===== src/rtl/pt_walker_pkg.sv =====
package pt_walker_pkg;

  // Entry bit positions (both table levels share one layout)
  localparam int PTE_PRESENT = 0;
  localparam int PTE_WRITABLE = 1;
  localparam int PTE_REFERENCED = 2;
  localparam int PTE_DIRTY = 3;
  localparam int PTE_NOCACHE = 4;

  typedef enum logic [1:0] {
    CAUSE_NONE     = 2'd0,
    CAUSE_OUTER_NP = 2'd1,
    CAUSE_INNER_NP = 2'd2,
    CAUSE_PROT     = 2'd3
  } faultCause_e;

  typedef enum logic [2:0] {
    ST_IDLE,
    ST_RD_OUTER,
    ST_WT_OUTER,
    ST_RD_INNER,
    ST_WT_INNER,
    ST_UPDATE,
    ST_RESP
  } walkState_e;

  // Strobes from control to datapath
  typedef struct packed {
    logic loadReq;
    logic selOuter;
    logic loadOuter;
    logic loadInner;
  } walkStrobes_t;

endpackage


===== src/rtl/pt_walker_datapath.sv =====
module pt_walker_datapath
  import pt_walker_pkg::*;
#(
  parameter int ADDR_W = 32,
  parameter int IDX_W  = 10,
  parameter int OFF_W  = 12
) (
  input  logic              clk,
  input  logic              rstN,
  input  walkStrobes_t      strb,
  input  logic [ADDR_W-1:0] reqVaddr,
  input  logic              reqWrite,
  input  logic [ADDR_W-1:0] ptBase,
  input  logic [ADDR_W-1:0] memRdata,
  input  logic              rspOk,
  input  logic              memWrite,
  output logic [ADDR_W-1:0] memAddr,
  output logic [ADDR_W-1:0] memWdata,
  output logic              rdPresent,
  output logic              rdWritable,
  output logic              walkWrite,
  output logic [ADDR_W-1:0] rspPaddr,
  output logic              rspNoCache
);

  localparam int FRAME_W = ADDR_W - OFF_W;
  localparam int ENTRY_BYTES_LOG2 = 2;

  logic [ADDR_W-1:0] vaReg;
  logic [ADDR_W-1:0] baseReg;
  logic [ADDR_W-1:0] pteOuter;
  logic [ADDR_W-1:0] pteInner;
  logic              wrReg;

  logic [IDX_W-1:0]  outerIdx;
  logic [IDX_W-1:0]  innerIdx;
  logic [ADDR_W-1:0] outerAddr;
  logic [ADDR_W-1:0] innerAddr;
  logic [ADDR_W-1:0] updMask;

  always_ff @(posedge clk) begin
    if (!rstN) begin
      vaReg    <= '0;
      baseReg  <= '0;
      pteOuter <= '0;
      pteInner <= '0;
      wrReg    <= 1'b0;
    end else begin
      if (strb.loadReq) begin
        vaReg   <= reqVaddr;
        baseReg <= ptBase;
        wrReg   <= reqWrite;
      end
      if (strb.loadOuter) pteOuter <= memRdata;
      if (strb.loadInner) pteInner <= memRdata;
    end
  end

  assign outerIdx = vaReg[ADDR_W-1 -: IDX_W];
  assign innerIdx = vaReg[OFF_W +: IDX_W];

  assign outerAddr = baseReg + ADDR_W'({outerIdx, {ENTRY_BYTES_LOG2{1'b0}}});
  assign innerAddr = {pteOuter[ADDR_W-1:OFF_W], {OFF_W{1'b0}}}
                   + ADDR_W'({innerIdx, {ENTRY_BYTES_LOG2{1'b0}}});

  assign memAddr = strb.selOuter ? outerAddr : innerAddr;

  always_comb begin
    updMask = '0;
    updMask[PTE_REFERENCED] = 1'b1;
    updMask[PTE_DIRTY] = wrReg;
  end

  assign memWdata   = pteInner | updMask;
  assign rdPresent  = memRdata[PTE_PRESENT];
  assign rdWritable = memRdata[PTE_WRITABLE];
  assign walkWrite  = wrReg;

  assign rspPaddr   = rspOk ? {pteInner[ADDR_W-1 -: FRAME_W], vaReg[OFF_W-1:0]} : '0;
  assign rspNoCache = rspOk & pteInner[PTE_NOCACHE];

  // write-back always marks the entry referenced and keeps it present
  p_wb_ref_r7: assert property (@(posedge clk) disable iff (!rstN)
    memWrite |-> (memWdata[PTE_REFERENCED] && memWdata[PTE_PRESENT]));

  // a write access sets dirty on write-back
  p_wb_dirty_r7: assert property (@(posedge clk) disable iff (!rstN)
    (memWrite && walkWrite) |-> memWdata[PTE_DIRTY]);

  // a successful translation keeps the virtual page offset
  p_offset_kept_r3: assert property (@(posedge clk) disable iff (!rstN)
    rspOk |-> (rspPaddr[OFF_W-1:0] == vaReg[OFF_W-1:0]));

  // second-level addresses are word aligned
  p_inner_aligned_r2: assert property (@(posedge clk) disable iff (!rstN)
    (!strb.selOuter && memWrite) |-> (memAddr[ENTRY_BYTES_LOG2-1:0] == '0));

endmodule


===== src/rtl/pt_walker_ctrl.sv =====
module pt_walker_ctrl
  import pt_walker_pkg::*;
(
  input  logic         clk,
  input  logic         rstN,
  input  logic         reqValid,
  output logic         reqReady,
  output logic         rspValid,
  input  logic         rspReady,
  output logic [1:0]   rspCause,
  output logic         rspOk,
  output logic         busy,
  output logic         memRead,
  output logic         memWrite,
  input  logic         rdPresent,
  input  logic         rdWritable,
  input  logic         walkWrite,
  output walkStrobes_t strb
);

  walkState_e  state, stateNext;
  faultCause_e cause, causeNext;

  always_ff @(posedge clk) begin
    if (!rstN) begin
      state <= ST_IDLE;
      cause <= CAUSE_NONE;
    end else begin
      state <= stateNext;
      cause <= causeNext;
    end
  end

  always_comb begin
    stateNext = state;
    causeNext = cause;
    strb      = '0;
    memRead   = 1'b0;
    memWrite  = 1'b0;
    unique case (state)
      ST_IDLE: begin
        if (reqValid) begin
          strb.loadReq = 1'b1;
          causeNext    = CAUSE_NONE;
          stateNext    = ST_RD_OUTER;
        end
      end
      ST_RD_OUTER: begin
        strb.selOuter = 1'b1;
        memRead       = 1'b1;
        stateNext     = ST_WT_OUTER;
      end
      ST_WT_OUTER: begin
        strb.loadOuter = 1'b1;
        if (!rdPresent) begin
          causeNext = CAUSE_OUTER_NP;
          stateNext = ST_RESP;
        end else if (walkWrite && !rdWritable) begin
          causeNext = CAUSE_PROT;
          stateNext = ST_RESP;
        end else begin
          stateNext = ST_RD_INNER;
        end
      end
      ST_RD_INNER: begin
        memRead   = 1'b1;
        stateNext = ST_WT_INNER;
      end
      ST_WT_INNER: begin
        strb.loadInner = 1'b1;
        if (!rdPresent) begin
          causeNext = CAUSE_INNER_NP;
          stateNext = ST_RESP;
        end else if (walkWrite && !rdWritable) begin
          causeNext = CAUSE_PROT;
          stateNext = ST_RESP;
        end else begin
          stateNext = ST_UPDATE;
        end
      end
      ST_UPDATE: begin
        memWrite  = 1'b1;
        stateNext = ST_RESP;
      end
      ST_RESP: begin
        if (rspReady) stateNext = ST_IDLE;
      end
      default: stateNext = ST_IDLE;
    endcase
  end

  assign reqReady = (state == ST_IDLE);
  assign rspValid = (state == ST_RESP);
  assign rspCause = cause;
  assign rspOk    = rspValid && (cause == CAUSE_NONE);
  assign busy     = (state != ST_IDLE);

  // the memory port never carries a read and a write together
  p_mem_exclusive_r7: assert property (@(posedge clk) disable iff (!rstN)
    !(memRead && memWrite));

  // a write-back is followed by a fault-free response
  p_wb_then_ok_r7: assert property (@(posedge clk) disable iff (!rstN)
    memWrite |=> (rspValid && rspCause == CAUSE_NONE));

  // a pending response is held until consumed
  p_rsp_hold_r8: assert property (@(posedge clk) disable iff (!rstN)
    (rspValid && !rspReady) |=> (rspValid && $stable(rspCause)));

  // an accepted request makes the walker busy
  p_busy_after_accept_r9: assert property (@(posedge clk) disable iff (!rstN)
    (reqValid && reqReady) |=> (busy && !reqReady));

  // an outer fault is never followed by a memory access
  p_no_access_after_fault_r4: assert property (@(posedge clk) disable iff (!rstN)
    (rspValid && rspCause == CAUSE_OUTER_NP) |-> (!memRead && !memWrite));

endmodule


===== src/rtl/pt_walker.sv =====
module pt_walker
  import pt_walker_pkg::*;
#(
  parameter int ADDR_W = 32,
  parameter int IDX_W  = 10,
  parameter int OFF_W  = 12
) (
  input  logic              clk,
  input  logic              rstN,
  input  logic [ADDR_W-1:0] ptBase,
  input  logic              reqValid,
  output logic              reqReady,
  input  logic [ADDR_W-1:0] reqVaddr,
  input  logic              reqWrite,
  output logic              rspValid,
  input  logic              rspReady,
  output logic [ADDR_W-1:0] rspPaddr,
  output logic              rspNoCache,
  output logic [1:0]        rspCause,
  output logic              busy,
  output logic              memRead,
  output logic              memWrite,
  output logic [ADDR_W-1:0] memAddr,
  output logic [ADDR_W-1:0] memWdata,
  input  logic [ADDR_W-1:0] memRdata
);

  walkStrobes_t strb;
  logic rdPresent;
  logic rdWritable;
  logic walkWrite;
  logic rspOk;

  pt_walker_ctrl u_ctrl (
    .clk        (clk),
    .rstN       (rstN),
    .reqValid   (reqValid),
    .reqReady   (reqReady),
    .rspValid   (rspValid),
    .rspReady   (rspReady),
    .rspCause   (rspCause),
    .rspOk      (rspOk),
    .busy       (busy),
    .memRead    (memRead),
    .memWrite   (memWrite),
    .rdPresent  (rdPresent),
    .rdWritable (rdWritable),
    .walkWrite  (walkWrite),
    .strb       (strb)
  );

  pt_walker_datapath #(
    .ADDR_W (ADDR_W),
    .IDX_W  (IDX_W),
    .OFF_W  (OFF_W)
  ) u_dp (
    .clk        (clk),
    .rstN       (rstN),
    .strb       (strb),
    .reqVaddr   (reqVaddr),
    .reqWrite   (reqWrite),
    .ptBase     (ptBase),
    .memRdata   (memRdata),
    .rspOk      (rspOk),
    .memWrite   (memWrite),
    .memAddr    (memAddr),
    .memWdata   (memWdata),
    .rdPresent  (rdPresent),
    .rdWritable (rdWritable),
    .walkWrite  (walkWrite),
    .rspPaddr   (rspPaddr),
    .rspNoCache (rspNoCache)
  );

endmodule


===== config.mk =====
export PLATFORM = sky130hd
export DESIGN_NAME = pt_walker
export DESIGN_NICKNAME = d
export VERILOG_FILES = /design/src/rtl/pt_walker_pkg.sv /design/src/rtl/pt_walker_datapath.sv /design/src/rtl/pt_walker_ctrl.sv /design/src/rtl/pt_walker.sv
export SDC_FILE = /design/constraint.sdc
export NUM_CORES = 1
export LEC_CHECK = 0
export BUFFER_PORTS_ARGS = -buffer_cell sky130_fd_sc_hd__buf_2
export CORE_MARGIN = 2
export CORE_UTILIZATION = 35
export DETAILED_ROUTE_END_ITERATION = 12
export SLEW_MARGIN = 20
export SYNTH_ARGS = -nofsm -noshare
export SYNTH_HDL_FRONTEND = slang
export SYNTH_SLANG_ARGS = --single-unit

===== constraint.sdc =====
create_clock -name clk -period 9 [get_ports clk]
set_clock_uncertainty 0.2 [all_clocks]
set_input_delay 2.25 -clock clk [delete_from_list [all_inputs] [get_ports clk]]
set_output_delay 2.25 -clock clk [all_outputs]
set_load 0.005 [all_outputs]

; ---- After elaboration in Yosys (flattened, before gate mapping)
; Index checks and enable logic that the tools add are counted.
[op_classes]
addsub = 2
n_eq_ne = 8
mux = 21
n_bitwise = 2
reduce_logical = 10
[op_table]
columns = operator, n
row1 = 32-bit by 12-bit adder with 32-bit output, 2
row2 = 32-bit two-way mux, 2
row3 = 32-bit by 4-bit OR with 32-bit output, 1
row4 = 3-bit case mux with 7 select lines, 1
row5 = 3-bit two-way mux, 5
row6 = 2-bit two-way mux, 5
row7 = "3-bit equality test, second input constant", 3
row8 = 1-bit two-way mux, 7
row9 = "3-bit by 2-bit equality test with 1-bit output, second input constant", 2
row10 = 2-bit case mux with 3 select lines, 1
row11 = 3-bit nonzero test, 2
row12 = "2-bit inequality test, second input constant", 2
row13 = 2-bit AND reduction, 2
row14 = "3-bit by 1-bit equality test with 1-bit output, second input constant", 1
row15 = 3-bit logical NOT, 1
row16 = 1-bit logical AND, 2
row17 = 2-bit logical NOT, 1
row18 = 2-bit OR reduction, 1
row19 = 1-bit bitwise AND, 1
row20 = 1-bit logical NOT, 1
[word_totals]
reg_bits = 134
inputBits = 101
output_inout_bits = 104

; ---- Logic depth before layout (Yosys ltp)
[depth]
ltp_word = 5
mapped_depth = 8
depth_no_buf = 8

; ---- Cells and area by module
; From an unflattened synthesis, not the netlist that was laid out.
[hier_totals]
hier_cells = 673
hier_area_um2 = 6393.6
[modules_own_cells]
columns = module, n_inst, cells_each, area_per_inst_um2, seq_area_each_um2
row1 = pt_walker_datapath, 1, 628, 6013.3, 2322.2
row2 = pt_walker_ctrl, 1, 45, 380.4, 100.1

; ---- Least setup slack after synthesis
; OpenSTA, ideal clock, no wires.
[synth_path]
kind = reg2out
startpoint = register u_dp.baseReg[2]
endpoint = output memAddr[22]
t_arrival_ns = 2.103
t_required_ns = 6.550
slack_ns = 4.447
stages_incl_launch_ff = 9
n_path_buf = 0
cell_sequence = dfxtp_1 ha_1 fa_1 a211oi_2 nor2_2 o311ai_4 a21oi_1 xnor2_1 o21ai_1
[synth_via]
elab_chain_len = 2
[synth_rtl]
columns = item, line
row1 = "start, declared", pt_walker_datapath.sv:30  ; logic [ADDR_W-1:0] baseReg;
row2 = "start signal, assigned", pt_walker_datapath.sv:51  ; baseReg <= ptBase;
row3 = 32-bit by 12-bit adder with 32-bit output, pt_walker_datapath.sv:62  ; assign outerAddr = baseReg + ADDR_W'({outerIdx, {ENTRY_BYTES_LOG2{1'b0}}});
row4 = 32-bit two-way mux, pt_walker_datapath.sv:66  ; assign memAddr = strb.selOuter ? outerAddr : innerAddr;
row5 = "end, declared", pt_walker.sv:23  ; output logic [ADDR_W-1:0] memAddr,
; No other way between the ends.

; ---- Worst setup path after layout
[layout_path]
startpoint = register u_dp.baseReg[2]
endpoint = output memAddr[20]
; Same word-level chain as after synthesis.

==> results.yml <==
floorplan:
  initial_core_util_pct: 35.8
  rows: 48
  dieArea_mm2: 0.0189
  die_y_um: 137
  die_w_um: 137
  ios: 205
  core_region_area_mm2: 0.0174
setup_path:
  critPathMostFrequentCell: "a211oi_2"
  reg2reg_slack_ns: 6.84
  path_cells: "ha_1 > fa_1 > a211oi_2 > nor2_2 > o311ai_4 > a211oi_2 > xnor2_1 > o21ai_1 > buf_2"
  crit_slowest_cell: "o311ai_4"
  critPathMaxStageDelay_ns: 0.54
  crit_type: "reg2out"
  cp-end-kind: "output port"
  rr_startpoint: "u_ctrl.state[0]"
  path_max_fanout: 10
  critPathTopFamily: "compound AO/OA/AOI/OAI gates"
  critPathLaunchType: "register"
  crit_buf_inv: 1
  cp.required_ns: 6.55
  r2r_cells: 5
  crit_arrival_ns: 2.96
  reg2reg_to: "u_dp.baseReg[31]"
pwr:
  pwr-share-seq_pct: 39.6
  power_uw: 1620
  powerDensity_mw_per_mm2: 210
  ir_drop_mv: 0.130
  leakage_uw: 0.00333
  internal-power_uw: 1140
  pwr-share-clk_pct: 40.6
  comb_power_share_pct: 19.8
  switching_share_pct: 29.8
  p_switching_uw: 483
place:
  gp_congestion: 0.772
  hpwl_mm: 11.5
  placed_cells: 1148
  io_buffers: 202
global_route:
  gr-usage-all-layers_pct: 17.1
  grt_start_max_net_pins: 122
  antenna_found_initial: 0
  first_global_vias: 4919
  grt_overflow: 0
  grt_pass1_wl_mm: 25.2
sta:
  fmax_ghz: 0.185
  timing.final.max_slew_violations: 0
  finalSetupTns_ns: 0
  slew_headroom_pct: 28.5
  rsz0062_at_grt: "no"
  fin_crit_sh_pct: 60.1
  hold_violations: 0
  hold_slack_ns: 0.248
  setup_viol: 0
  worst_slew_pin_slew_ns: 1.07
  timing.final.crit_period_ns: 5.41
logic_synthesis:
  synth.most_common_cell: "nand2_1"
  syn_nets: 909
  syn_area_mm2: 0.00622
  synth_common_cells: "281 x nand2_1, 121 x dfxtp_1, 63 x a21boi_0"
  yosysWarnings: 0
  synth_async_sr_flop_share_pct: 0
  yosysTopAreaCell: "dfxtp_1"
  synth_ff_type: "dfxtp_1"
  syn_avg_cell_area_um2: 7.81
  ys_seq_area_share_pct: 38.9
  ys_types: 48
  ys_ff_latch: 121
  synth.area.top_cells: "dfxtp_1 39%, nand2_1 17%, a21boi_0 7.6%"
  synth_edf_count: 0
  postSynthCellCount: 797
  yosys.area.top_type_share_pct: 38.9
final_layout:
  drive_gt1_share_pct: 27.2
  multi_input_area_mm2: 0.00337
  num-fill-cells: 1839
  fin_nets: 1054
  diodes: 0
  fin_cells: 1178
  area_growth_syn_to_layout_pct: 23.9
  register_area_mm2: 0.00242
  fin_util_pct: 44.4
clock_tree:
  hold_buffers: 0
  cts_resized: 0
  clk_pin_slew_worst_paths_ns: 0.05
  clk_latency_ns: 0.41
  cts_tree: "built"
  cts_root_buffer: "clkbuf_16"
  cts_made_buffers: 17
  htreeDepth: 4
  postCtsSetupRepairBufs: 0
  cts.sinks: 121
  cts.path.max_buffers: 2
worst_hold_path:
  min-delay-start: "u_dp.baseReg[1]"
  min_to: "u_dp.baseReg[1]"
  hp-class: "reg2reg"
  min_path_cells: 2
route:
  drc_errors: 0
  wl_per_cell_um: 13.8
  viasPerCell: 4.63
  routed_wl_mm: 16.3
  route.vias.total: 5451
  dr.pass1.iters: 4
  drt_iter0_drc: 218
  final_antenna_net_count: 0
run:
  maxCapViolations: 0
status:
  status: "completed"
## worst max path at each step
stage                          from          end  depth (start not counted)
detailed placement  u_dp.baseReg[2]  memAddr[18]                          9
finish              u_dp.baseReg[2]  memAddr[20]                          9
global placement    u_dp.baseReg[2]  memAddr[18]                          9
CTS                 u_dp.baseReg[2]  memAddr[20]                          9
floorplan           u_dp.baseReg[2]  memAddr[22]                          8
global route        u_dp.baseReg[2]  memAddr[16]                          9
## worst min-delay path, cell delays in order (launching register included)
cell	delay, ns
dfxtp_1	0.30
nand2_1	0.05
a21boi_1	0.05
## layer usage
metal	GRT usage [%]	vias to the layer above	wire length, µm
li1	-	2885	-
met1	23.4	2418	7970
met2	26.3	136	7300
met3	4.42	12	816
met4	5.56	0	187
met5	0	-	0
## flip-flops by register name, summed over array words and instances, names as in the netlist
register and cells:
u_ctrl.rspCause 2, u_ctrl.state 3, u_dp.baseReg 32, u_dp.pteInner 31, u_dp.pteOuter 20, u_dp.vaReg 32
u_dp.walkWrite 1
## cell usage in the layout (no fill, tap or decap), drive strengths merged, types with 2 or more instances in the layout
cell type  synthesis  layout
o21ai             35      35
nor2b              3       3
buf               48     208
nand2            281     281
bufinv             0       2
inv                4       4
clkinv             0       3
o31ai              2       2
clkinvlp           0       3
nor2              10      10
a21o               5       5
dfxtp            121     121
o21a               2       2
a21oi             15      15
and4               2       2
and3               9       9
xnor2             13      13
clkbuf            34      22
xor2              13      13
a211oi             9       9
ha                10      10
o2111ai            3       3
o211ai             6       6
nor3               4       4
a21boi           117     117
and2              38      38
## area by class of cell
cell class,instances,area share (%)
inverters,4,0.195
multi-input cells,590,43.7
clock inverters,8,1.27
clock buffers,22,6.02
flip-flops and latches,121,31.4
repair buffers,208,13.7
well taps,225,3.65
## cell families after synthesis
group	synth area share, %
buffers and inverters	7.42
other	0.0603
adder cells (fa/ha/maj)	2.33
AO/OA/AOI/OAI	23.1
XOR/XNOR	3.66
flip-flops	38.9
AND/OR/NAND/NOR	24.5
## power groups by stage
stage | clock, µW | sequential [µW] | combinational, µW
final | 657 | 641 | 321
after global routing | 703 | 649 | 366
after floorplan | 0 | 634 | 234
after CTS | 677 | 641 | 328
after detailed placement | 0 | 652 | 327
after global placement | 0 | 650 | 325
## stage by stage
stage	instance area [µm²]	worst slack, ns
global placement	7140	4.01
CTS	7700	3.52
finish	7710	3.59
floorplan	6220	4.45
detailed placement	7140	3.98
global route	7710	3.39
Note: power is estimated with default switching activity, not from simulation.
